==> src/rtl/fm_dpll_pkg.sv <==
package fm_dpll_pkg;

  // Phase correction chosen for the current sampling cycle
  typedef enum logic [1:0] {
    PH_STEP    = 2'd0,  // normal +1
    PH_ADVANCE = 2'd1,  // early edge: +2, cell one count shorter
    PH_HOLD    = 2'd2   // late edge: +0, cell one count longer
  } ph_corr_e;

  // Sticky missed-transition status
  typedef struct packed {
    logic two;
    logic one;
  } miss_bits_t;

endpackage

==> src/rtl/fm_dpll_sync.sv <==
module fm_dpll_sync #(
  parameter int STAGES = 2
) (
  input  logic clk,
  input  logic rst_n,
  input  logic din,
  output logic edge_p
);
  localparam int LAST = STAGES;

  // chain[0..STAGES-1] synchronize, chain[STAGES] is the previous sample
  logic [LAST:0] chain;

  always_ff @(posedge clk or negedge rst_n) begin
    if (!rst_n) chain <= '0;
    else        chain <= {chain[LAST-1:0], din};
  end

  assign edge_p = chain[LAST] ^ chain[LAST-1];

endmodule

==> src/rtl/fm_dpll_phase.sv <==
module fm_dpll_phase
  import fm_dpll_pkg::*;
#(
  parameter int CNT_W     = 5,
  parameter int SEARCH_AT = 2
) (
  input  logic             clk,
  input  logic             rst_n,
  input  logic             enable,
  input  logic             edge_p,
  input  logic             cmd_search,
  input  logic             search_req,
  output logic [CNT_W-1:0] cnt,
  output logic             searching,
  output logic             wrap,
  output logic             win_edge,
  output logic             relock,
  output logic             rclk,
  output logic             tclk
);
  localparam int CELL   = 1 << CNT_W;
  localparam int HALF   = CELL / 2;
  localparam int EIGHTH = CELL / 8;
  localparam int QTR    = CELL / 4;

  localparam logic [CNT_W-1:0] MAX_C    = CNT_W'(CELL - 1);
  localparam logic [CNT_W-1:0] HALF_C   = CNT_W'(HALF);
  localparam logic [CNT_W-1:0] WIN_LO_C = CNT_W'(HALF - EIGHTH);
  localparam logic [CNT_W-1:0] WIN_HI_C = CNT_W'(HALF + EIGHTH - 1);
  localparam logic [CNT_W-1:0] TX_LO_C  = CNT_W'(QTR);
  localparam logic [CNT_W-1:0] TX_HI_C  = CNT_W'(HALF + QTR - 1);
  localparam logic [CNT_W-1:0] LOCK_C   = CNT_W'(HALF + 1);
  localparam logic [CNT_W-1:0] SRCH_C   = CNT_W'(SEARCH_AT);
  localparam logic [CNT_W-1:0] ONE_C    = CNT_W'(1);
  localparam logic [CNT_W-1:0] TWO_C    = CNT_W'(2);

  logic             locked;
  logic             in_win;
  ph_corr_e         corr;
  logic [CNT_W-1:0] cnt_nxt;
  logic             srch_nxt;
  logic             rclk_nxt;
  logic             tclk_nxt;

  assign locked   = enable && !searching && !cmd_search;
  assign in_win   = (cnt >= WIN_LO_C) && (cnt <= WIN_HI_C);
  assign wrap     = locked && (cnt == MAX_C);
  assign win_edge = locked && edge_p && in_win;
  assign relock   = enable && !cmd_search && searching && edge_p;

  // classify the edge against the ideal boundary count
  always_comb begin
    corr = PH_STEP;
    if (win_edge) begin
      if (cnt < HALF_C)      corr = PH_ADVANCE;
      else if (cnt > HALF_C) corr = PH_HOLD;
    end
  end

  always_comb begin
    cnt_nxt  = cnt;
    srch_nxt = searching;
    if (!enable || cmd_search) begin
      cnt_nxt  = '0;
      srch_nxt = 1'b1;
    end else if (searching) begin
      if (edge_p) begin
        cnt_nxt  = LOCK_C;
        srch_nxt = 1'b0;
      end
    end else if (search_req && (cnt == SRCH_C)) begin
      cnt_nxt  = '0;
      srch_nxt = 1'b1;
    end else begin
      unique case (corr)
        PH_ADVANCE: cnt_nxt = cnt + TWO_C;
        PH_HOLD:    cnt_nxt = cnt;
        default:    cnt_nxt = cnt + ONE_C;
      endcase
    end
  end

  // outputs decoded from next state so they change only with the state
  always_comb begin
    rclk_nxt = !srch_nxt && (cnt_nxt >= HALF_C);
    tclk_nxt = !srch_nxt && (cnt_nxt >= TX_LO_C) && (cnt_nxt <= TX_HI_C);
  end

  always_ff @(posedge clk or negedge rst_n) begin
    if (!rst_n) begin
      cnt       <= '0;
      searching <= 1'b1;
      rclk      <= 1'b0;
      tclk      <= 1'b0;
    end else begin
      cnt       <= cnt_nxt;
      searching <= srch_nxt;
      rclk      <= rclk_nxt;
      tclk      <= tclk_nxt;
    end
  end

endmodule

==> src/rtl/fm_dpll_miss.sv <==
module fm_dpll_miss
  import fm_dpll_pkg::*;
(
  input  logic clk,
  input  logic rst_n,
  input  logic enable,
  input  logic nrzi_mode,
  input  logic cmd_search,
  input  logic cmd_clr,
  input  logic searching,
  input  logic wrap,
  input  logic win_edge,
  input  logic relock,
  output logic miss_one,
  output logic miss_two,
  output logic search_req
);
  miss_bits_t st;
  logic       seen;   // boundary edge found in this cell
  logic       prev;   // previous cell was a miss
  logic       pend;   // search entry scheduled

  always_ff @(posedge clk or negedge rst_n) begin
    if (!rst_n) begin
      st   <= '0;
      seen <= 1'b0;
      prev <= 1'b0;
      pend <= 1'b0;
    end else if (!enable || nrzi_mode || cmd_search) begin
      st   <= '0;
      seen <= 1'b0;
      prev <= 1'b0;
      pend <= 1'b0;
    end else begin
      if (relock) begin
        seen <= 1'b1;
        prev <= 1'b0;
      end else if (wrap) begin
        seen <= 1'b0;
        if (seen) begin
          prev <= 1'b0;
        end else begin
          prev   <= 1'b1;
          st.one <= 1'b1;
          if (prev) begin
            st.two <= 1'b1;
            pend   <= 1'b1;
          end
        end
      end else if (win_edge) begin
        seen <= 1'b1;
      end
      if (searching) pend <= 1'b0;
      if (cmd_clr)   st   <= '0;
    end
  end

  assign miss_one   = st.one;
  assign miss_two   = st.two;
  assign search_req = pend;

endmodule

==> src/rtl/fm_dpll_recover.sv <==
module fm_dpll_recover #(
  parameter int CNT_W       = 5,
  parameter int SYNC_STAGES = 2,
  parameter int SEARCH_AT   = 2
) (
  input  logic clk,
  input  logic rst_n,
  input  logic enable,
  input  logic nrzi_mode,
  input  logic serial_in,
  input  logic cmd_search,
  input  logic cmd_clr_miss,
  output logic rclk,
  output logic tclk,
  output logic miss_one,
  output logic miss_two
);
  logic             edge_p;
  logic [CNT_W-1:0] cnt_q;
  logic             srch_q;
  logic             wrap;
  logic             win_edge;
  logic             relock;
  logic             search_req;

  fm_dpll_sync #(.STAGES(SYNC_STAGES)) u_sync (
    .clk    (clk),
    .rst_n  (rst_n),
    .din    (serial_in),
    .edge_p (edge_p)
  );

  fm_dpll_phase #(.CNT_W(CNT_W), .SEARCH_AT(SEARCH_AT)) u_phase (
    .clk        (clk),
    .rst_n      (rst_n),
    .enable     (enable),
    .edge_p     (edge_p),
    .cmd_search (cmd_search),
    .search_req (search_req),
    .cnt        (cnt_q),
    .searching  (srch_q),
    .wrap       (wrap),
    .win_edge   (win_edge),
    .relock     (relock),
    .rclk       (rclk),
    .tclk       (tclk)
  );

  fm_dpll_miss u_miss (
    .clk        (clk),
    .rst_n      (rst_n),
    .enable     (enable),
    .nrzi_mode  (nrzi_mode),
    .cmd_search (cmd_search),
    .cmd_clr    (cmd_clr_miss),
    .searching  (srch_q),
    .wrap       (wrap),
    .win_edge   (win_edge),
    .relock     (relock),
    .miss_one   (miss_one),
    .miss_two   (miss_two),
    .search_req (search_req)
  );

endmodule

==> config.mk <==
export PLATFORM = sky130hd
export DESIGN_NAME = fm_dpll_recover
export DESIGN_NICKNAME = d
export VERILOG_FILES = /design/src/rtl/fm_dpll_pkg.sv /design/src/rtl/fm_dpll_sync.sv /design/src/rtl/fm_dpll_phase.sv /design/src/rtl/fm_dpll_miss.sv /design/src/rtl/fm_dpll_recover.sv
export SDC_FILE = /design/constraint.sdc
export NUM_CORES = 1
export LEC_CHECK = 0
export BUFFER_PORTS_ARGS = -buffer_cell sky130_fd_sc_hd__buf_2
export CORE_UTILIZATION = 40
export CTS_CLUSTER_DIAMETER = 30
export DETAILED_ROUTE_END_ITERATION = 8
export GPL_TIMING_DRIVEN = 0
export HOLD_SLACK_MARGIN = 0.08
export PLACE_DENSITY = 0.6
export SYNTH_ARGS = -nofsm -noshare
export SYNTH_HDL_FRONTEND = slang
export SYNTH_SLANG_ARGS = --single-unit
==> constraint.sdc <==
create_clock -name clk -period 1.8 [get_ports clk]
set_clock_uncertainty 0.2 [all_clocks]
set_input_delay 0.54 -clock clk [delete_from_list [all_inputs] [get_ports clk]]
set_output_delay 0.54 -clock clk [all_outputs]
set_load 0.005 [all_outputs]
### Yosys cells after proc, flatten, opt, wreduce, memory -nomap -nowiden

Cells that the tools add are included.
W data, S select, Z words.

| word-level totals | value |
|---|---|
| bits in registers | 16 |
| bits in latches | 0 |
| memory bits (writable) | 0 |
| ROM bits | 0 |
| input bits | 7 |
| output and inout port bits | 4 |
| word-level logic and storage cells | 88 |
| memories kept | 0 |

| cells by class | value |
|---|---|
| add/sub/neg operators | 2 |
| $mul | 0 |
| divide/modulo/power cells | 0 |
| $lt $le $gt $ge | 7 |
| equal/unequal tests | 8 |
| shifts and indexed selects | 0 |
| multiplexer cells | 31 |
| bitwise gates (word level) | 1 |
| reduce and logical (&&, ||, !) cells | 29 |

Operator list:

| kind | number |
|---|---|
| $mux W5 | 4 |
| $mux W1 | 18 |
| $mux W2 | 8 |
| $reduce_bool A3 Y1 | 5 |
| $logic_and A1 B1 Y1 | 13 |
| $ge A5 B4 Y1 const B | 2 |
| $le A5 B5 Y1 const B | 2 |
| $pmux W5 S2 | 1 |
| $reduce_and A4 Y1 | 2 |
| $ne A3 B3 Y1 const B | 2 |
| $add A5 B1 Y5 const B | 1 |
| $add A5 B2 Y5 const B | 1 |
| $eq A5 B2 Y1 const B | 1 |
| $eq A5 B5 Y1 const B | 1 |
| $ge A5 B5 Y1 const B | 1 |
| $gt A5 B5 Y1 const B | 1 |
| $lt A5 B5 Y1 const B | 1 |
| $logic_not A1 Y1 | 4 |
| $reduce_bool A4 Y1 | 1 |
| $logic_or A1 B1 Y1 | 3 |
| $ne A3 B1 Y1 const B | 1 |
| $ne A3 B2 Y1 const B | 1 |
| $reduce_and A3 Y1 | 1 |
| $eq A2 B1 Y1 const B | 1 |
| 2 further kinds | 2 |

### Depth between registers and ports, before layout

| logic depth | value |
|---|---|
| depth after elaboration | 14 |
| gate-level depth with buffers | 8 |
| mapped depth without buffers | 8 |

### Hierarchy

A second synthesis with hierarchy kept.

| second synthesis, totals | value |
|---|---|
| cell total of the unflattened synthesis | 111 |
| area, all modules | 1031.0 um^2 |

Modules (own cells, without submodules):

| module | times used | cells each | area each (um^2) | seq. area each (um^2) |
|---|---|---|---|---|
| fm_dpll_phase | 1 | 87 | 716.9 | 201.4 |
| fm_dpll_miss | 1 | 20 | 230.2 | 125.1 |
| fm_dpll_sync | 1 | 4 | 83.8 | 75.1 |

### Least setup slack after synthesis

No wires, ideal clock.

| path | value |
|---|---|
| path type | input -> register |
| from | in cmd_search |
| to | reg u_phase.tclk |
| library setup time | 133 ps |
| arrival | 1742 ps |
| required time | 1467 ps |
| path slack | -275 ps |
| stages | 6 |
| cell sequence | nand2b_4 -> or3_1 -> a211o_1 -> a32o_1 -> xor2_1 -> nor2_1 |

| on the way | value |
|---|---|
| word-level cells in the longest chain between the ends | 13 |

Ends and longest elaborated chain:

| what | RTL line | RTL |
|---|---|---|
| start: declaration | fm_dpll_recover.sv:11 | `input logic cmd_search,` |
| $logic_not A1 Y1 | fm_dpll_phase.sv:45 | `assign locked = enable && !searching && !cmd_search;` |
| $logic_and A1 B1 Y1 | fm_dpll_phase.sv:45 |  |
| $logic_and A1 B1 Y1 (2 in series) | fm_dpll_phase.sv:48 | `assign win_edge = locked && edge_p && in_win;` |
| $mux W2 | fm_dpll_phase.sv:54 | `if (win_edge) begin` |
| $eq A2 B2 Y1 or $eq A2 B1 Y1 (tied branches) | fm_dpll_phase.sv:75 | `unique case (corr)` |
| $pmux W5 S2 | fm_dpll_phase.sv:75 |  |
| $mux W5 | fm_dpll_phase.sv:71 | `end else if (search_req && (cnt == SRCH_C)) begin` |
| $mux W5 | fm_dpll_phase.sv:66 | `end else if (searching) begin` |
| $mux W5 | fm_dpll_phase.sv:63 | `if (!enable \|\| cmd_search) begin` |
| $ge A5 B4 Y1 | fm_dpll_phase.sv:86 | `tclk_nxt = !srch_nxt && (cnt_nxt >= TX_LO_C) && (cnt_nxt <= TX_HI_C);` |
| $logic_and A1 B1 Y1 | fm_dpll_phase.sv:86 |  |
| $logic_and A1 B1 Y1 * | fm_dpll_phase.sv:86 |  |
| via u_phase.tclk_nxt | fm_dpll_phase.sv:43 | `logic tclk_nxt;` |
| end signal: assignment | fm_dpll_phase.sv:99 | `tclk <= tclk_nxt;` |
| end: declaration | fm_dpll_phase.sv:19 | `output logic tclk` |

Mark *: on every way through the listed nets, which the timed path passes. The rest lies on a longest branch.
A chain may end at the register's enable or synchronous reset.

### Final worst setup path

| path | value |
|---|---|
| from | reg u_phase.cnt[3] |
| to | reg u_phase.tclk |

| on the way | value |
|---|---|
| word-level cells in the longest chain between the ends | 12 |

Ends and longest elaborated chain:

| what | RTL line | RTL |
|---|---|---|
| start: declaration | fm_dpll_phase.sv:13 | `output logic [CNT_W-1:0] cnt,` |
| start signal: assignment | fm_dpll_phase.sv:96 | `cnt <= cnt_nxt;` |
| $gt A5 B5 Y1 (tied with other cells) | fm_dpll_phase.sv:56 | `else if (cnt > HALF_C) corr = PH_HOLD;` |
| $mux W2 or $logic_and A1 B1 Y1 (tied branches) | fm_dpll_phase.sv:56, fm_dpll_phase.sv:46 |  |
| $mux W2 or $logic_and A1 B1 Y1 (tied branches) | fm_dpll_phase.sv:55, fm_dpll_phase.sv:48 |  |
| $mux W2 | fm_dpll_phase.sv:54 |  |
| $eq A2 B2 Y1 or $eq A2 B1 Y1 (tied branches) | fm_dpll_phase.sv:75 |  |
| $pmux W5 S2 | fm_dpll_phase.sv:75 |  |
| $mux W5 | fm_dpll_phase.sv:71 |  |
| $mux W5 | fm_dpll_phase.sv:66 |  |
| $mux W5 | fm_dpll_phase.sv:63 |  |
| $ge A5 B4 Y1 | fm_dpll_phase.sv:86 |  |
| $logic_and A1 B1 Y1 | fm_dpll_phase.sv:86 |  |
| $logic_and A1 B1 Y1 * | fm_dpll_phase.sv:86 |  |
| via u_phase.tclk_nxt | fm_dpll_phase.sv:43 |  |

Marks and branches as above.

==> impl_summary.md <==
Synth
The top cell type by area accounts for 41.4% of the synthesized area. The number of synthesized register bits is 16. During synthesis, Yosys emitted a total of 0 warnings. After synthesis the cells add up to 906 µm².

The average cell area after synthesis is 9.74 µm². The cell accounting for the most synthesized area is dfrtp_1. The cell count after synthesis is 93. In this run, synthesis inferred 0 flip-flops with an integrated enable. Of all flip-flops after synthesis, the portion carrying an async set or reset was 100%.

The commonest cells after synthesis are 15 x dfrtp_1, 10 x nor2_1. dfrtp_1 is the most common cell in the netlist. The most used flip-flop cell after synthesis is dfrtp_1. The sequential fraction of the synthesis area is 44.3%. After synthesis, the cell types taking the most area are dfrtp_1 41%, ha_1 8.3%, nor2_1 4.1%, a21oi_1 3.3%, dfstp_2 2.9%. The net count after synthesis is 106. The number of library cell types mapped by synthesis is 37.

Die
The die covers 0.00246 mm². After floorplanning, the core was sized to cover 0.00204 mm². The die width is 49.6 µm. The number of top-level design ports is 11. The die is 49.6 µm tall. The number of standard-cell rows in the floorplan is 16. The initial core utilization is 44.4%.

Power and ir drop
The portion of total power attributed to the clock network is 31.3%. The power dissipated by switching net loads is 0.201 mW. The share of total power consumed by net switching is 26.5%. The post-route total power is 0.758 mW. The analysis attributes to cell leakage a power of 0.563 nW. The share of total power in sequential cells is 50.9%. The total internal power is 0.557 mW. The share of total power in combinational logic is 17.8%.

Power spread over the standard cell area amounts to 569 mW/mm². The maximum ir drop on the vdd rail is 0.493 mV.

Worst setup path
The worst setup path is launched from a flop. The slowest library cell on the worst path is dfrtp_1. The classification of the worst setup path is reg -> reg. The largest incremental delay on the critical path is 500 ps. The worst endpoint data arrival time is 2020 ps. The maximum fanout along the worst path is 6. For the worst setup path, the data required time is 1750 ps.

The sort of element at the end of the critical path is a flop. Walking the worst path, the cells encountered are a21oi_2 -> or3_4 -> a211o_1 -> a22o_2 -> xor2_1 -> nor2_1.

Drt
Dividing the detail-routed via count by the number of cells gives 5.63. Detailed routing inserted a total of 872 vias. After detailed routing, the number of remaining DRC violations is 0. For this block, the initial DRC count from the detailed router was 33.

The first-pass iteration count of the detailed router is 4. The average routed wire per standard cell is 16.7 µm. After detailed routing, the total wire length is 2.60 mm. Once detail routing completed, the nets flagged for antenna violations numbered 0.

Layout
The net count of the finished layout is 142. The core utilization of the finished layout is 65.3%. The final cell area excluding filler cells is 0.00133 mm². The post-route netlist has 55.5% of its cells at a drive strength greater than 1.

The repair_antennas step left the layout with diodes totalling 0. The synthesis-to-layout area growth is 47.1%. Leaving out filler cells and counting taps, the final layout contains 155.

STA
Setup repair after global routing could not meet its margin everywhere. After layout, the minimum clock period comes to 2070 ps. The worst hold-check slack is 164 ps. The number of hold violations in the final report was 0. The maximum operating frequency is 483 MHz. The setup TNS after final layout is -1520 ps.

The number of max-slew violations in the final report is 0. In this run the tightest slew margin relative to its limit is 62.7%. The final critical path takes up 115% of the cycle. For the pin with the worst max-slew slack, the measured transition is 559 ps. The setup-violating endpoint count in the final report is 10.

Across all setup checks in the final design, the least slack found is -270 ps.

GRT
The number of antenna violations at the first check in global routing was 0. The maximum number of pins on one net before global-route repair is 17. In the global route stage, overall resource usage came out at 21.8%. The via count of the first global-routing pass came to 899.

The total overflow left after global routing is 0. The first-pass GRT wire length is 4.03 mm.

Placed design
The detailed-placement wirelength estimate is 1.33 mm. After detailed placement, the total cell area comes to 997 µm². Input and output buffers added on the ports amount to 10. Counting tap cells, the placed design contains a total of 130 instances. The post-placement setup slack is -493 ps. The final RePlAce weighted congestion is 0.865.

Clocking
The clock slew seen by the registers of the worst setup and hold paths is 90 ps. The clock reaches the later pin of the worst-skew pair after 290 ps. The number of clock sinks is 16. The H-tree depth is 1. CTS placed an instance of clkbuf_4 at the clock tree root.

No sink is reached through more buffers than the 2 on the longest clock path. The number of buffers created by CTS is 3. TritonCTS built the clock tree.

Run status
The checks that failed: negative setup slack. The run finished, with violations left.

Min path
The path type of the worst min-delay path is in -> reg.

Flow run
Across the run, the number of max-cap violations was 0.
cells by family (layout without fill, tap and decap cells):
family          count (synthesis)  count (layout)  synth area share, %
simple gates                   33              33                 20.0
compound gates                 24              24                 17.5
flops                          16              16                 44.3
buf+inv                         9              44                 4.97
fa+ha+maj                       6               6                 8.29
xor+xnor                        5               5                 4.84
routing by layer:
layer  vias to the layer above  track usage (%)  share of wire (%)
li1                        407                -                  -
met1                       433             25.2                 41
met2                        28             39.4                 54
met3                         4             6.17                4.7
met4                         0             4.76               0.58
met5                         -                0                  0
sequential cells by signal (all words and copies together) (netlist names):
signal             flops
u_miss.seen            1
u_miss.miss_one        1
u_phase.searching      1
u_miss.miss_two        1
u_phase.tclk           1
u_phase.rclk           1
u_miss.prev            1
u_sync.chain           3
u_phase.cnt            5
u_miss.search_req      1
timing repair:
| action | 4_1_cts | 5_1_grt |
|---|---|---|
| endpoints found under the setup margin | 11 | 11 |
| pin swaps | 10 | 9 |
| endpoints found under the hold margin | 15 | 0 |
| hold buffers | 1 | 0 |
| setup buffers | 19 | 4 |
| gates resized for setup | 22 | 13 |
worst max-delay path: cells and delay by family (launching register included):
family / cells / cell delay, ps
flops: 1 / 500
compound gates: 3 / 670
simple gates: 2 / 410
xor+xnor: 1 / 160
power by group through the flow:
stage	Combinational, mW	Clock [mW]	Sequential, mW
after CTS	0.116	0.243	0.384
after floorplan	0.0547	0	0.385
final	0.135	0.237	0.385
after global placement	0.0837	0	0.387
after global routing	0.146	0.259	0.387
after detailed placement	0.0847	0	0.387
cell usage in the layout, fill, tap and decap left out, types with 2 or more instances in the layout:
cell	instances
dfrtp_2	6
clkbuf_4	3
buf_4	19
dfrtp_1	9
inv_1	2
ha_4	3
o21ai_0	2
nand3b_1	3
buf_2	10
nor2_1	7
a21oi_1	3
nand2_1	6
xor2_1	3
ha_1	3
a31oi_1	3
o21ai_1	2
nor4_1	2
buf_6	3
inv_2	4
a21oi_2	3
nor2_2	3
worst paths after layout:
path                                                start                     endpoint  slack, ps  cells past startpoint
worst max-delay path             u_phase.cnt[3]$_DFF_PN0_       u_phase.tclk$_DFF_PN0_       -270                      6
worst min-delay path                            serial_in    u_sync.chain[0]$_DFF_PN0_        160                      1
worst max register to register   u_phase.cnt[3]$_DFF_PN0_       u_phase.tclk$_DFF_PN0_       -270                      6
worst min register to register  u_sync.chain[0]$_DFF_PN0_    u_sync.chain[1]$_DFF_PN0_        190                      0
max in group asynchronous                           rst_n  u_phase.searching$_DFF_PN1_        620                      2
min in group asynchronous                           rst_n     u_phase.cnt[0]$_DFF_PN0_        490                      2
final cells by class:
type,instances,area (µm²)
Buffer,2,15.0
Clock buffer,4,36.3
Timing Repair Buffer,32,225
Inverter,6,22.5
Fill cell,160,709
Sequential cell,16,409
Tap cell,27,33.8
Multi-Input combinational cell,68,591
Note: power is estimated with default switching activity, not from simulation.
